===== src/rtl/dacw_pkg.sv =====
package dacw_pkg;

    // Number of channels served by the dual write port.
    localparam int unsigned DACW_NCH = 2;

    typedef enum logic [1:0] {
        FMT_R12  = 2'd0,
        FMT_L12  = 2'd1,
        FMT_R8   = 2'd2,
        FMT_NONE = 2'd3
    } dacw_fmt_e;

    typedef enum logic [1:0] {
        WV_OFF   = 2'd0,
        WV_NOISE = 2'd1,
        WV_TRI   = 2'd2
    } dacw_wave_e;

    // Upper bit set selects triangle; otherwise bit 0 selects noise.
    function automatic dacw_wave_e wave_decode(input logic [1:0] code);
        if (code[1])      return WV_TRI;
        else if (code[0]) return WV_NOISE;
        else              return WV_OFF;
    endfunction

endpackage


===== src/rtl/dacw_hold_regs.sv =====
module dacw_hold_regs
    import dacw_pkg::*;
#(
    parameter int unsigned DW = 12,
    parameter int unsigned HW = 16,
    parameter int unsigned BW = 8
) (
    input  logic                          clk,
    input  logic                          rst_n,
    input  logic                          wr,
    input  logic [1:0]                    fmt,
    input  logic [DACW_NCH*HW-1:0]        wdata,
    output logic [DACW_NCH-1:0][DW-1:0]   hold
);

    localparam int unsigned PADW = DW - BW;

    typedef struct packed {
        logic [DACW_NCH-1:0][DW-1:0] val;
    } hold_st_t;

    hold_st_t                    st_d, st_q;
    logic [DACW_NCH-1:0][DW-1:0] decoded;

    // Per-channel field extraction for the selected format.
    always_comb begin
        for (int c = 0; c < DACW_NCH; c++) begin
            unique case (dacw_fmt_e'(fmt))
                FMT_R12: decoded[c] = wdata[c*HW +: DW];
                FMT_L12: decoded[c] = wdata[c*HW + HW - DW +: DW];
                FMT_R8:  decoded[c] = {wdata[c*BW +: BW], {PADW{1'b0}}};
                default: decoded[c] = st_q.val[c];
            endcase
        end
    end

    always_comb begin
        st_d = st_q;
        if (wr && (dacw_fmt_e'(fmt) != FMT_NONE)) begin
            st_d.val = decoded;
        end
    end

    always_ff @(posedge clk or negedge rst_n) begin
        if (!rst_n) st_q <= '0;
        else        st_q <= st_d;
    end

    assign hold = st_q.val;

endmodule


===== src/rtl/dacw_wave_gen.sv =====
module dacw_wave_gen
    import dacw_pkg::*;
#(
    parameter int unsigned    DW   = 12,
    parameter int unsigned    AW   = 4,
    parameter logic [DW-1:0]  TAPS = 12'hCA0,
    parameter logic [DW-1:0]  SEED = 12'hAAA
) (
    input  logic          clk,
    input  logic          rst_n,
    input  logic [1:0]    mode,
    input  logic [AW-1:0] amp,
    input  logic          step,
    output logic [DW-1:0] wave,
    output logic [DW-1:0] lfsr_cnt,
    output logic [DW-1:0] tri_cnt
);

    localparam int unsigned TOP = DW - 1;

    typedef struct packed {
        logic [DW-1:0] lfsr;
        logic [DW-1:0] tri_v;
        logic          down;
    } wave_st_t;

    wave_st_t      st_d, st_q;
    logic [DW-1:0] span;
    dacw_wave_e    sel_mode;

    // Noise mask and triangle peak share one value: bits [n:0] set.
    always_comb begin
        span = '1;
        if (int'(amp) < int'(TOP)) begin
            span = (DW'(2) << amp) - DW'(1);
        end
    end

    assign sel_mode = wave_decode(mode);

    always_comb begin
        unique case (sel_mode)
            WV_NOISE: wave = st_q.lfsr & span;
            WV_TRI:   wave = st_q.tri_v;
            default:  wave = '0;
        endcase
    end

    always_comb begin
        st_d = st_q;
        if (step) begin
            unique case (sel_mode)
                WV_NOISE: begin
                    st_d.lfsr = {st_q.lfsr[DW-2:0], ^(st_q.lfsr & TAPS)};
                end
                WV_TRI: begin
                    if (!st_q.down) begin
                        if (st_q.tri_v >= span) begin
                            st_d.tri_v = st_q.tri_v - DW'(1);
                            st_d.down  = 1'b1;
                        end else begin
                            st_d.tri_v = st_q.tri_v + DW'(1);
                        end
                    end else if (st_q.tri_v == '0) begin
                        st_d.tri_v = DW'(1);
                        st_d.down  = 1'b0;
                    end else begin
                        st_d.tri_v = st_q.tri_v - DW'(1);
                    end
                end
                default: ;
            endcase
        end
    end

    always_ff @(posedge clk or negedge rst_n) begin
        if (!rst_n) begin
            st_q.lfsr  <= SEED;
            st_q.tri_v <= '0;
            st_q.down  <= 1'b0;
        end else begin
            st_q <= st_d;
        end
    end

    assign lfsr_cnt = st_q.lfsr;
    assign tri_cnt  = st_q.tri_v;

endmodule


===== src/rtl/dacw_chan_pipe.sv =====
module dacw_chan_pipe #(
    parameter int unsigned DW   = 12,
    parameter int unsigned SELW = 3,
    parameter int unsigned LAT  = 3
) (
    input  logic                   clk,
    input  logic                   rst_n,
    input  logic [(1<<SELW)-1:0]   trig,
    input  logic                   en,
    input  logic [SELW-1:0]        sel,
    input  logic [DW-1:0]          hold,
    input  logic [DW-1:0]          wave,
    output logic [DW-1:0]          dout,
    output logic                   accept,
    output logic                   busy,
    output logic                   xfer
);

    localparam int unsigned CW = $clog2(LAT + 1);

    typedef struct packed {
        logic [CW-1:0] cnt;
        logic [DW-1:0] sum;
        logic [DW-1:0] out;
    } pipe_st_t;

    pipe_st_t st_d, st_q;

    // cnt == 0 idle, 1..LAT-1 waiting, LAT on the transfer cycle.
    assign busy   = (st_q.cnt != '0);
    assign xfer   = (st_q.cnt == CW'(LAT));
    assign accept = en && trig[sel] && !busy;

    always_comb begin
        st_d = st_q;
        if (accept) begin
            st_d.cnt = CW'(1);
            st_d.sum = hold + wave;
        end else if (xfer) begin
            st_d.cnt = '0;
            st_d.out = st_q.sum;
        end else if (busy) begin
            st_d.cnt = st_q.cnt + CW'(1);
        end
    end

    always_ff @(posedge clk or negedge rst_n) begin
        if (!rst_n) st_q <= '0;
        else        st_q <= st_d;
    end

    assign dout = st_q.out;

endmodule


===== src/rtl/dacw_dual_wave.sv =====
module dacw_dual_wave
    import dacw_pkg::*;
#(
    parameter int unsigned   DW        = 12,
    parameter int unsigned   SELW      = 3,
    parameter int unsigned   AW        = 4,
    parameter int unsigned   LAT       = 3,
    parameter int unsigned   HW        = 16,
    parameter int unsigned   BW        = 8,
    parameter logic [DW-1:0] LFSR_TAPS = 12'hCA0,
    parameter logic [DW-1:0] LFSR_SEED = 12'hAAA
) (
    input  logic                            clk,
    input  logic                            rst_n,
    input  logic [DACW_NCH-1:0]             ch_trig_en,
    input  logic [DACW_NCH-1:0][SELW-1:0]   ch_trig_sel,
    input  logic [DACW_NCH-1:0][1:0]        ch_wave,
    input  logic [DACW_NCH-1:0][AW-1:0]     ch_amp,
    input  logic [(1<<SELW)-1:0]            trig_in,
    input  logic                            hold_wr,
    input  logic [1:0]                      hold_fmt,
    input  logic [DACW_NCH*HW-1:0]          hold_wdata,
    output logic [DACW_NCH-1:0][DW-1:0]     dac_out
);

    logic [DACW_NCH-1:0][DW-1:0] hold_w;
    logic [DACW_NCH-1:0][DW-1:0] wave_w;
    logic [DACW_NCH-1:0][DW-1:0] lfsr_w;
    logic [DACW_NCH-1:0][DW-1:0] tri_w;
    logic [DACW_NCH-1:0]         accept_w;
    logic [DACW_NCH-1:0]         busy_w;
    logic [DACW_NCH-1:0]         xfer_w;

    dacw_hold_regs #(
        .DW (DW),
        .HW (HW),
        .BW (BW)
    ) u_hold (
        .clk   (clk),
        .rst_n (rst_n),
        .wr    (hold_wr),
        .fmt   (hold_fmt),
        .wdata (hold_wdata),
        .hold  (hold_w)
    );

    for (genvar c = 0; c < DACW_NCH; c++) begin : g_ch
        dacw_wave_gen #(
            .DW   (DW),
            .AW   (AW),
            .TAPS (LFSR_TAPS),
            .SEED (LFSR_SEED)
        ) u_wave (
            .clk      (clk),
            .rst_n    (rst_n),
            .mode     (ch_wave[c]),
            .amp      (ch_amp[c]),
            .step     (xfer_w[c]),
            .wave     (wave_w[c]),
            .lfsr_cnt (lfsr_w[c]),
            .tri_cnt  (tri_w[c])
        );

        dacw_chan_pipe #(
            .DW   (DW),
            .SELW (SELW),
            .LAT  (LAT)
        ) u_pipe (
            .clk    (clk),
            .rst_n  (rst_n),
            .trig   (trig_in),
            .en     (ch_trig_en[c]),
            .sel    (ch_trig_sel[c]),
            .hold   (hold_w[c]),
            .wave   (wave_w[c]),
            .dout   (dac_out[c]),
            .accept (accept_w[c]),
            .busy   (busy_w[c]),
            .xfer   (xfer_w[c])
        );
    end

endmodule


===== config.mk =====
export PLATFORM = sky130hd
export DESIGN_NAME = dacw_dual_wave
export DESIGN_NICKNAME = d
export VERILOG_FILES = /design/src/rtl/dacw_pkg.sv /design/src/rtl/dacw_hold_regs.sv /design/src/rtl/dacw_wave_gen.sv /design/src/rtl/dacw_chan_pipe.sv /design/src/rtl/dacw_dual_wave.sv
export SDC_FILE = /design/constraint.sdc
export NUM_CORES = 1
export LEC_CHECK = 0
export BUFFER_PORTS_ARGS = -buffer_cell sky130_fd_sc_hd__clkbuf_2
export CELL_PAD_IN_SITES_DETAIL_PLACEMENT = 1
export CELL_PAD_IN_SITES_GLOBAL_PLACEMENT = 2
export CORE_MARGIN = 2
export CORE_UTILIZATION = 39
export DETAILED_ROUTE_END_ITERATION = 8
export PLACE_DENSITY = 0.83
export SYNTH_ARGS = -nofsm -noshare
export SYNTH_HDL_FRONTEND = slang
export SYNTH_HIERARCHICAL = 1
export SYNTH_SLANG_ARGS = --single-unit

===== constraint.sdc =====
create_clock -name clk -period 2.9 [get_ports clk]
set_input_delay 0.145 -clock clk [delete_from_list [all_inputs] [get_ports clk]]
set_output_delay 0.145 -clock clk [all_outputs]
set_load 0.01 [all_outputs]

Word-level counts from Yosys, hierarchy flattened. Cells that the tools add are included. Widths: inputs -> output; s select.

Register bits after elaboration: 126. Input bits: 65. Output and inout port bits: 24. Word-level logic and storage cells: 99.

$add $sub $neg: 10. $lt $le $gt $ge: 6. Equal/unequal tests: 9. Shift operators: 2. Multiplexer cells: 30. Bitwise gates (word level): 4. Reductions and logical operators: 24.

Operator list (count): $mux 12 (6); $pmux 12 s3 (2); $pmux 12 s2 (2); $mux 13 (2); $add 12x1->12 const B (2); $add 12x12->12 (2); $and 12x12->12 (2); $ge 12x12->1 (2); $logic_not 12->1 (2); $reduce_xor 12->1 (2); $shl 2x4->12 const A (2); $sub 12x1->12 const B (2); $sub 12x2->12 const B (2); $mux 2 (8); $reduce_and 2->1 (7); $eq 2x2->1 const B (5); $reduce_bool 3->1 (3); $lt 3x4->1 const B (2); $lt 4x4->1 const B (2); $mux 1 (8); $bmux 1 s3 (2); $eq 2x1->1 const B (3); $logic_and 1x1->1 (5); $add 2x1->2 const B (2); 5 further kinds (8).

Logic depth before layout (Yosys ltp).
Depth after elaboration: 6. Depth in mapped cells: 17. Depth with buffers taken out: 14.

By module. Netlist, hierarchy kept.

Modules (own cells, without submodules): dacw_chan_pipe (times used 2, cells an instance 136, area an instance 1677.9 um2, seq. area each 650.6 um2); dacw_wave_gen at g_ch[1].u_wave (times used 1, cells an instance 316, area an instance 2482.4 um2, seq. area each 633.1 um2); dacw_wave_gen at g_ch[0].u_wave (times used 1, cells an instance 315, area an instance 2457.4 um2, seq. area each 633.1 um2); dacw_hold_regs (times used 1, cells an instance 140, area an instance 1565.3 um2, seq. area each 600.6 um2).

Worst setup path after synthesis. Ideal clock, no wire load.

Path type: input port to flip-flop. Start: in ch_amp[7] (netlist bit). End: reg g_ch[1].u_wave.st_q, in the netlist g_ch[1].u_wave/tri_cnt[9]. Library setup time: 104 ps. Data arrival time: 3326 ps. Required time: 2796 ps. Setup slack: -530 ps. Stages on the path: 14. Buffers on the path: 1. Cells stage by stage: clkbuf_1 -> nor4_1 -> inv_1 -> ha_1 -> nand2b_1 -> a32o_1 -> a221oi_1 -> ha_1 -> a21oi_1 -> o21ai_1 -> a21oi_1 -> nand2_1 -> or4_1 -> o311ai_1.

Longest elaborated chain between the ends: 6. Elaborated cells on any way between the ends: 7. Classes of those cells: add/sub (1); order compare (2); shift (1); mux (3).

Ends and longest elaborated chain: start: declaration (line dacw_dual_wave.sv:18) `input logic [DACW_NCH-1:0][AW-1:0] ch_amp,`; $shl 2x4->12 (line dacw_wave_gen.sv:35) `span = (DW'(2) << amp) - DW'(1);`; $sub 12x2->12 (line dacw_wave_gen.sv:35); $mux 12 (*) (line dacw_wave_gen.sv:34) `if (int'(amp) < int'(TOP)) begin`; $ge 12x12->1 (*) (line dacw_wave_gen.sv:58) `if (st_q.tri_v >= span) begin`; $mux 12 (*) (line dacw_wave_gen.sv:58); $mux 13 (*) (line dacw_wave_gen.sv:57) `if (!st_q.down) begin`; end signal: assignment (line dacw_wave_gen.sv:82) `st_q <= st_d;`; end: declaration (line dacw_wave_gen.sv:27) `wave_st_t st_d, st_q;`.

Every way passes the cells marked *; elsewhere a longest branch is shown, timed or not. A chain may end at the register's enable or synchronous reset.

Final worst setup path.
Start: in ch_amp[2] (netlist bit). End: reg g_ch[0].u_wave.st_q, in the netlist g_ch[0].u_wave/tri_cnt[7].

Longest elaborated chain between the ends: 6. Elaborated cells on any way between the ends: 7. Classes of those cells: add/sub (1); order compare (2); shift (1); mux (3).

Ends and longest elaborated chain (line): $shl 2x4->12 (dacw_wave_gen.sv:35); $sub 12x2->12 (dacw_wave_gen.sv:35); $mux 12 (*) (dacw_wave_gen.sv:34); $ge 12x12->1 (*) (dacw_wave_gen.sv:58); $mux 12 (*) (dacw_wave_gen.sv:58); $mux 13 (*) (dacw_wave_gen.sv:57); end signal: assignment (dacw_wave_gen.sv:82); end: declaration (dacw_wave_gen.sv:27).

Marked as above.

==> metrics.log <==
[metrics] Worst Path Arrival: 3190 ps
[metrics] minimum setup slack in the final design: 77.4 ps
[metrics] vias in the first global route: 8441
[metrics] clock-pin transition on the worst setup and hold timing paths: 70 ps
[metrics] row cnt: 57
[metrics] I/O pin total: 89
[metrics] global-route wire length before repair: 45000 um
[metrics] buffers added on ports: 88
[metrics] Critical Path Source Type: input port
[metrics] Tightest Pin Transition: 1140 ps
[metrics] Synth Area per Inst: 9.55 sq um
[metrics] Synthesis Warnings: 6
[metrics] period utilisation layout: 0.973
[metrics] share of cells above drive strength 1: 0.363
[metrics] maximum vdd ir drop: 0.331 mV
[metrics] required time at the worst-slack endpoint: 3260 ps
[metrics] max-slew headroom at the worst pin: 0.240
[metrics] final count of pins violating max slew: 0
[metrics] overall via count from detail_route: 8116
[metrics] Worst Hold Class: in -> reg
[metrics] Power per Cell Area: 797 nW/um^2
[metrics] highest-count cells in the layout ignoring fill and taps: 114 x sky130_fd_sc_hd__dfrtp_1, 109 x sky130_fd_sc_hd__nand2_1, 105 x sky130_fd_sc_hd__buf_4, 87 x sky130_fd_sc_hd__clkbuf_2, 64 x sky130_fd_sc_hd__a21oi_1
[metrics] nets@finish: 1244
[metrics] core area: 24100 sq um
[metrics] final clock skew: 14.2 ps
[metrics] relative area change from synthesis to final layout: 21.2%
[metrics] GRT Resource Usage Total: 0.219
[metrics] count of TritonRoute iterations in the first routing pass: 4
[metrics] Final setup violation count: 0
[metrics] total wire length: 27800 um
[metrics] final setup TNS: 0 ps
[metrics] crit end category: register
[metrics] final design utilization: 0.478
[metrics] initial standard-cell utilization of the core: 0.394
[metrics] setup repair after global routing missed its margin: yes
[metrics] total nets after synthesis: 1119
[metrics] number of instances in the synthesized netlist: 995
[metrics] die outline width: 160 um
[metrics] WL/cell: 19.1 um
[metrics] H-tree level count: 4
[metrics] clk buf depth: 2
[metrics] GRT overflow: 0
[metrics] number of endpoints with negative hold slack in the final report: 0
[metrics] First DRT Iteration DRCs: 415
[metrics] TritonCTS clock tree: yes
[metrics] critical path type: in -> reg
[metrics] Syn Std Cell Area: 9500 sq um
[metrics] final weighted congestion in routability-driven placement: 0.850
[metrics] area of the die: 25600 sq um
[metrics] Final min period: 2820 ps
[metrics] upper clock frequency limit: 354 MHz
[metrics] Die Y: 160 um
[metrics] root buffer cell: sky130_fd_sc_hd__clkbuf_16
[metrics] Leak Pwr: 5.17 nW
[metrics] ant diodes: 0
[metrics] initial antenna violation count: 0
[metrics] source-to-sink clock delay at the later pin of the worst-skew pair: 430 ps
[metrics] DP Wirelength: 20600 um
[metrics] number of vias per cell: 5.57
[metrics] most frequent standard cell in the layout excluding fill and tap cells: sky130_fd_sc_hd__dfrtp_1
[metrics] CTS sink cnt: 126
[metrics] pin count of the biggest net entering global routing: 49
[metrics] max capacitance violation total: 0
[metrics] number of nets with antenna violations after detailed routing: 0
[metrics] number of CTS-inserted buffers: 17
[metrics] status: complete, no violations
[metrics] drt drc: 0
[metrics] highest net fanout along the worst path: 7
[metrics] post-placement setup slack: -464 ps
==> metrics by stage <==
step / cells / instance area [sq um] / power (mW) / hold WS, ps
2_1_floorplan: 995 / 9670 / 5.65 / -151
3_3_place_gp: 1407 / 10600 / 6.70 / 223
3_5_place_dp: 1407 / 10600 / 6.87 / 220
4_1_cts: 1441 / 11200 / 9.13 / 4.99
5_1_grt: 1457 / 11500 / 9.78 / 33.3
6_report: 1457 / 11500 / 9.17 / 10.1
==> layer usage <==
metal / vias to the layer above / routed length [um] / GRT usage / part of all wire
li1: 3897 / - / - / -
met1: 4107 / 11900 / 0.270 / 0.43
met2: 93 / 15000 / 0.399 / 0.54
met3: 19 / 640 / 0.0294 / 0.023
met4: 0 / 314 / 0.0606 / 0.011
met5: - / 0 / 0 / 0
==> state kept, by name, summed over array words and instances, names as in the netlist <==
register              count
g_ch.u_wave/st_q          2
u_hold/hold              24
g_ch.u_pipe/dout         24
g_ch.u_pipe/st_q         28
g_ch.u_wave/lfsr_cnt     24
g_ch.u_wave/tri_cnt      24
==> final cells by class <==
cell class | instances | area (sq um)
Clock buffer | 17 | 425
Clock inverter | 15 | 168
Fill cell | 2768 | 12600
Inverter | 26 | 97.6
Multi-Input combinational cell | 749 | 5910
Sequential cell | 126 | 3170
Tap cell | 324 | 405
Timing Repair Buffer | 200 | 1340
==> worst max-delay path: stages <==
cell                        delay [ps]
sky130_fd_sc_hd__clkbuf_2          140
sky130_fd_sc_hd__nor4_4            350
sky130_fd_sc_hd__inv_2             100
sky130_fd_sc_hd__ha_4              200
sky130_fd_sc_hd__nand2b_1          140
sky130_fd_sc_hd__a32o_1            270
sky130_fd_sc_hd__a221oi_2          310
sky130_fd_sc_hd__ha_1              300
sky130_fd_sc_hd__a21oi_1           140
sky130_fd_sc_hd__o21a_1            220
sky130_fd_sc_hd__a2bb2oi_4         310
sky130_fd_sc_hd__nand2b_4          140
sky130_fd_sc_hd__a211o_1           310
sky130_fd_sc_hd__a21boi_1          110
==> power by group <==
part	internal (mW)	switching, mW	total [mW]
clock network	1.22	0.953	2.18
logic	1.99	2.08	4.06
registers	2.30	0.633	2.93
==> path summary, 6_finish.rpt <==
kind / startpoint / end / slack [ps] / depth (start not counted)
worst max-delay path: ch_amp[2] / g_ch[0].u_wave/tri_cnt[7]$_DFFE_PN0P_ / 80 / 14
worst min-delay path: hold_wdata[19] / u_hold/hold[15]$_DFFE_PN0P_ / 10 / 3
worst max register to register: g_ch[1].u_wave/tri_cnt[0]$_DFFE_PN0P_ / g_ch[1].u_pipe/st_q[22]$_DFFE_PN0P_ / 320 / 8
worst min register to register: u_hold/hold[10]$_DFFE_PN0P_ / u_hold/hold[10]$_DFFE_PN0P_ / 500 / 2
max in group asynchronous: rst_n / g_ch[0].u_wave/lfsr_cnt[1]$_DFFE_PN1P_ / 1680 / 3
min in group asynchronous: rst_n / g_ch[0].u_pipe/st_q[20]$_DFFE_PN0P_ / 310 / 2
==> timing repair <==
item                       4_1_cts  5_1_grt
hold endpoints to repair        46        0
pin swaps                        0       16
resized for setup                2       42
setup endpoints to repair        4       31
hold buffers                     2        0
cloned                           0        1
setup buffers                    0       15
Power figures use the tool's default switching activity.
